===== src/rtl/sec_rtc_core.sv =====
module sec_rtc_core #(
  parameter int          ADDR_W    = 8,
  parameter logic [31:0] PRESC_RST = 32'd32767
) (
  input  logic              clk,
  input  logic              rst_n,
  input  logic              tick_en,
  input  logic              bus_wr,
  input  logic [ADDR_W-1:0] bus_addr,
  input  logic [31:0]       bus_wdata,
  output logic [31:0]       bus_rdata,
  output logic              irq
);

  localparam logic [ADDR_W-1:0] OFS_CTRL  = ADDR_W'('h00);
  localparam logic [ADDR_W-1:0] OFS_SECS  = ADDR_W'('h04);
  localparam logic [ADDR_W-1:0] OFS_ALARM = ADDR_W'('h08);
  localparam logic [ADDR_W-1:0] OFS_PRESC = ADDR_W'('h0C);
  localparam logic [ADDR_W-1:0] OFS_SCR   = ADDR_W'('h34);

  logic        run_q, arm_q, alm_ie_q, hz_ie_q;
  logic        alm_flag_q, hz_flag_q;
  logic [31:0] secs_q, alarm_q, presc_q, pcnt_q, scratch_q;

  logic wr_ctrl, wr_secs, wr_alarm, wr_presc, wr_scr;
  assign wr_ctrl  = bus_wr && bus_addr == OFS_CTRL;
  assign wr_secs  = bus_wr && bus_addr == OFS_SECS;
  assign wr_alarm = bus_wr && bus_addr == OFS_ALARM;
  assign wr_presc = bus_wr && bus_addr == OFS_PRESC;
  assign wr_scr   = bus_wr && bus_addr == OFS_SCR;

  logic        slow_step, sec_step, alm_hit;
  logic [31:0] secs_inc;
  assign slow_step = run_q & tick_en;
  assign sec_step  = slow_step & (pcnt_q >= presc_q);
  assign secs_inc  = secs_q + 32'd1;
  assign alm_hit   = sec_step & arm_q & (secs_inc == alarm_q);

  always_ff @(posedge clk) begin
    if (!rst_n)              pcnt_q <= '0;
    else if (wr_secs)        pcnt_q <= '0;
    else if (slow_step)      pcnt_q <= sec_step ? 32'd0 : pcnt_q + 32'd1;
  end

  always_ff @(posedge clk) begin
    if (!rst_n)              secs_q <= '0;
    else if (wr_secs)        secs_q <= bus_wdata;
    else if (sec_step)       secs_q <= secs_inc;
  end

  always_ff @(posedge clk) begin
    if (!rst_n) begin
      alarm_q   <= '0;
      presc_q   <= PRESC_RST;
      scratch_q <= '0;
    end else begin
      if (wr_alarm) alarm_q   <= bus_wdata;
      if (wr_presc) presc_q   <= bus_wdata;
      if (wr_scr)   scratch_q <= bus_wdata;
    end
  end

  always_ff @(posedge clk) begin
    if (!rst_n) begin
      run_q      <= 1'b0;
      arm_q      <= 1'b0;
      alm_ie_q   <= 1'b0;
      hz_ie_q    <= 1'b0;
      alm_flag_q <= 1'b0;
      hz_flag_q  <= 1'b0;
    end else if (wr_ctrl) begin
      run_q      <= bus_wdata[0];
      arm_q      <= bus_wdata[2];
      alm_ie_q   <= bus_wdata[3];
      hz_ie_q    <= bus_wdata[5];
      alm_flag_q <= (alm_flag_q & bus_wdata[4]) | alm_hit;
      hz_flag_q  <= (hz_flag_q & bus_wdata[6]) | sec_step;
    end else begin
      alm_flag_q <= alm_flag_q | alm_hit;
      hz_flag_q  <= hz_flag_q | sec_step;
    end
  end

  always_comb begin
    case (bus_addr)
      OFS_CTRL:  bus_rdata = {24'd0, 1'b1, hz_flag_q, hz_ie_q, alm_flag_q,
                              alm_ie_q, arm_q, 1'b0, run_q};
      OFS_SECS:  bus_rdata = secs_q;
      OFS_ALARM: bus_rdata = alarm_q;
      OFS_PRESC: bus_rdata = presc_q;
      OFS_SCR:   bus_rdata = scratch_q;
      default:   bus_rdata = '0;
    endcase
  end

  assign irq = (alm_flag_q & alm_ie_q) | (hz_flag_q & hz_ie_q);

endmodule


===== config.mk =====
export PLATFORM = sky130hd
export DESIGN_NAME = sec_rtc_core
export DESIGN_NICKNAME = d
export VERILOG_FILES = /design/src/rtl/sec_rtc_core.sv
export SDC_FILE = /design/constraint.sdc
export NUM_CORES = 1
export LEC_CHECK = 0
export ABC_AREA = 1
export BUFFER_PORTS_ARGS = -buffer_cell sky130_fd_sc_hd__buf_2
export CORE_MARGIN = 1
export CORE_UTILIZATION = 23
export DETAILED_ROUTE_END_ITERATION = 10
export MAX_ROUTING_LAYER = met4
export SLEW_MARGIN = 15
export SYNTH_ARGS = -nofsm -noshare
export SYNTH_HDL_FRONTEND = slang
export SYNTH_SLANG_ARGS = --single-unit

===== constraint.sdc =====
create_clock -name clk -period 2.15 [get_ports clk]
set_clock_uncertainty 0.2 [all_clocks]
set_input_delay 0.1075 -clock clk [delete_from_list [all_inputs] [get_ports clk]]
set_output_delay 0.1075 -clock clk [all_outputs]
set_load 0.05 [all_outputs]

==> results by group <==
Timing
  • Unrepaired setup endpoints after global routing: true
  • Setup_tns: -7330 ps
  • Fmax achieved: roughly 0.42 GHz
  • Final Max Slew Viols: 0
  • Max_slew headroom: 0.589
  • Post-layout min period: roughly 2400 ps
  • Slew @ Worst Pin: just over 600 ps
  • # setup viols final: 64
  • Final Cycle Share: 1.11
  • Final worst setup slack: -242 ps
  • Final Hold Fails: 0

Setup path
  • Crit-path most repeated cell: nand2_1
  • Setup crit start kind: flop
  • Slowest cell delay on critical path: approximately 340 ps
  • R2R Path End: pcnt_q[31]$_SDFFE_PP0P_
  • CP max FO: 3
  • Worst EP required: ~2300 ps
  • Worst path cell trace: buf_6, buf_6, nand3_4, nor2_4, nand3_4, nor4_4, nand2_2, nor3_4, nand2_2, nor2_4, nand2_1, nand2_1, nand2_1, nor2_1
  • CP endpoint kind: flop
  • Kind of critical path: flop to flop
  • R2R depth: 14
  • R2r startpoint: pcnt_q[1]$_SDFFE_PP0P_
  • Arr. time, crit path: 2570 ps
  • Largest delay contributor family on the critical path: simple AND/OR/NAND/NOR gates
  • R2R setup slack: -240 ps
  • Buf+Inv Stages, Crit Path: 2
  • Crit-path slowest cell: dfxtp_2

Global route
  • Initial antenna violation count: 2
  • Gr ovfl total: 0
  • Largest net degree at the start of global routing: roughly 110
  • Vias in the first global route: roughly 11000
  • First-pass GRT wire length: 57900 um
  • Total track usage: 0.177

CTS
  • H-tree depth: 4
  • CTS root buffer: clkbuf_16
  • CTS Buffer Depth: 2
  • TritonCTS clock tree: yes
  • Number of buffers created by CTS: 17
  • TritonCTS Sinks: approximately 170
  • Later-pin clock latency in the skew report: 440 ps
  • Clk slew on worst S/H paths: ~70 ps

Power
  • Pwr Density: 442 nW/um^2
  • Maximum vdd drop: ~0.53 mV
  • Lkg Pwr: 6.11 nW

Logic synthesis
  • EDFF count, synth: 0
  • Synth Register Bits: between 150 and 200
  • Syn Std Cell Area: roughly 9700 sq um
  • Avg Inst Size Synth: ~6.8 sq um
  • Seq/Total Area, Yosys: 0.342
  • Asr flop ratio synth: 0
  • Top_reg_cell synth: dfxtp_1
  • Synthesis Warnings: 0
  • Post-synthesis cell count: about 1400
  • Synth unique cells: 50
  • Synth Net Count: around 1500

Detailed routing
  • Detailed Routing Iterations Pass 1: 6
  • # DRC: 0
  • 1st-iter DRT viols: 866
  • DRT Wirelength: just under 40000 um
  • Vias per inst: just under 5
  • DR vias: around 11000
  • ANT nets after route: 0
  • DR WL/cell: 16.9 um

Job
  • Maxcap violations: 0

Run status
  • Status: finished with violations
  • Failing checks: negative setup slack

Final layout
  • Share of cells above drive strength 1: 0.334
  • Final #Nets: around 1800
  • Area delta synth->final: 54.1%
  • Final instance area: 15000 sq um

Worst hold path
  • Hold Path Sink: scratch_q[4]$_SDFFE_PN0P_
  • Worst hold path class: input port to flop
  • Worst hold path depth: 4
  • Min-delay src: bus_wr

Die
  • Die W: 207 um
  • I/O Pins: between 70 and 80
  • Die ar.: ~43000 sq um
  • Initial Utilization: 0.236
  • Die height: 207 um
  • Core ar.: approximately 41000 sq um
  • Row cnt: between 70 and 80

Place
  • Routability cong.: between 0.9 and 1
  • Detailed Place HPWL: between 20000 and 30000 um
  • Dpl cell area: 12500 sq um
  • Port Buffers: 76
==> cells by family (layout without fill, tap and decap cells) <==
| group | count (synthesis) | in the layout | synth area share |
|---|---|---|---|
| other | 0 | 2 | 0 |
| adder cells (fa/ha/maj) | 34 | 34 | 0.0438 |
| AO/OA/AOI/OAI | 314 | 314 | 0.198 |
| AND/OR/NAND/NOR | 638 | 638 | 0.290 |
| buffers and inverters | 248 | 587 | 0.0983 |
| XOR/XNOR | 29 | 29 | 0.0277 |
| flip-flops | 166 | 166 | 0.342 |
==> worst max path at each step <==
stage                                         from                       to  slack [ps]  depth (start not counted)
final                       pcnt_q[1]$_SDFFE_PP0P_  pcnt_q[31]$_SDFFE_PP0P_        -240                         14
after floorplan                        bus_addr[1]             bus_rdata[2]         -80                          5
after global routing        pcnt_q[1]$_SDFFE_PP0P_  pcnt_q[31]$_SDFFE_PP0P_        -360                         14
after CTS                   secs_q[0]$_SDFFE_PN0P_    alm_flag_q$_SDFF_PN0_         -80                         16
after global placement    presc_q[23]$_SDFFE_PN0P_    alm_flag_q$_SDFF_PN0_        -330                         13
after detailed placement  presc_q[23]$_SDFFE_PN0P_    alm_flag_q$_SDFF_PN0_        -400                         13
==> power by group <==
group          total (mW)  switching (mW)  internal (mW)  leakage [nW]
clock network        3.12            1.38           1.74         0.273
registers            3.08         0.00289           3.08          1.34
logic               0.405           0.248          0.157          4.49
total                6.61            1.64           4.97          6.11
==> stage by stage <==
stage	util	hold WS [ps]	setup WS, ps	power (mW)	cells
floorplan	-	33.8	-79.0	3.26	1429
global placement	0.303	190	-334	3.42	2203
detailed placement	0.303	203	-400	3.42	2203
CTS	0.336	16.1	-75.8	6.58	2279
global route	0.363	32.0	-360	6.80	2302
finish	0.363	30.5	-242	6.61	2302
==> per-layer routing <==
metal	routed length, um	GRT usage
met5	0	-
met4	1040	0.0540
met3	2190	0.0256
met2	19100	0.297
met1	16500	0.218
==> area by class of cell <==
class / count / area, sq um
inverters: 188 / 726
repair buffers: 366 / 3190
diodes: 2 / 5.00
well taps: 532 / 666
clock buffers: 20 / 447
repair inverters: 1 / 7.51
fillers: 4158 / 26200
clock inverters: 12 / 128
flip-flops and latches: 166 / 3350
multi-input cells: 1015 / 6440
==> cell usage in the layout (no fill, tap or decap), types with 5 or more instances in the layout <==
cell type,count
a21oi_1,73
a21oi_2,10
a221o_1,24
a22oi_2,7
a31oi_1,5
buf_12,23
buf_2,50
buf_4,227
buf_6,17
clkbuf_16,20
clkbuf_4,5
clkinvlp_4,5
dfxtp_1,150
dfxtp_2,15
dlygate4sd3_1,36
ha_1,21
ha_4,12
inv_1,162
inv_2,22
nand2_1,270
nand2_2,29
nand3_1,73
nand3_4,5
nand3b_1,5
nand4_1,16
nor2_1,125
nor2_2,25
nor2_4,24
nor3_1,34
o211ai_1,19
o21ai_0,83
o21ai_1,14
o22ai_1,24
o22ai_2,23
xnor2_1,6
xor2_1,16
xor2_2,5
==> cell usage after synthesis, types with 2 or more instances <==
master	count	share of area
nor4_1	5	0.0032
nor4_4	2	0.0044
a31oi_1	5	0.0032
o22ai_1	48	0.031
nor3_2	3	0.0031
nand3_1	80	0.041
nand4_1	16	0.010
or2_2	2	0.0013
nor4_2	2	0.0026
a221oi_1	7	0.0063
nand2_1	301	0.12
o21ai_0	94	0.048
a211oi_1	6	0.0046
o21a_1	2	0.0015
xnor2_1	6	0.0054
inv_1	181	0.070
clkbuf_1	39	0.015
nor2_4	6	0.0070
a221o_1	24	0.025
nand3b_1	5	0.0039
nand2_2	4	0.0026
buf_2	13	0.0067
nor3_1	37	0.019
o21ai_1	5	0.0026
a22oi_1	7	0.0054
a21oi_1	83	0.043
nor3b_1	2	0.0015
dfxtp_1	166	0.34
nor2_1	161	0.062
buf_1	6	0.0023
o2111ai_1	7	0.0063
ha_1	34	0.044
o221ai_1	2	0.0018
o211ai_1	19	0.015
inv_2	6	0.0023
buf_4	2	0.0015
xor2_1	22	0.020
nor2_2	7	0.0045
==> worst reg2reg max path, cell delays in order (launching register included) <==
cell and delay (ps):
dfxtp_2 340, buf_6 100, buf_6 100, nand3_4 60, nor2_4 140, nand3_4 110, nor4_4 340, nand2_2 140
nor3_4 200, nand2_2 110, nor2_4 150, nand2_1 80, nand2_1 90, nand2_1 60, nor2_1 110
==> timing repair <==
action / in CTS / in global routing
hold endpoints to repair: 136 / 0
endpoints found under the setup margin: 68 / 97
resized for setup: 86 / 231
hold buffers: 36 / 0
pin swaps: 30 / 55
cloned: 2 / 5
buffers inserted: 6 / 17
==> registers in the layout, indices dropped and copies added (netlist names) <==
name,cells
scratch_q,32
alm_flag_q,1
secs_q,32
alm_ie_q,1
hz_ie_q,1
alarm_q,32
hz_flag_q,1
presc_q,32
arm_q,1
pcnt_q,32
run_q,1
Note: power is estimated with default switching activity, not from simulation.
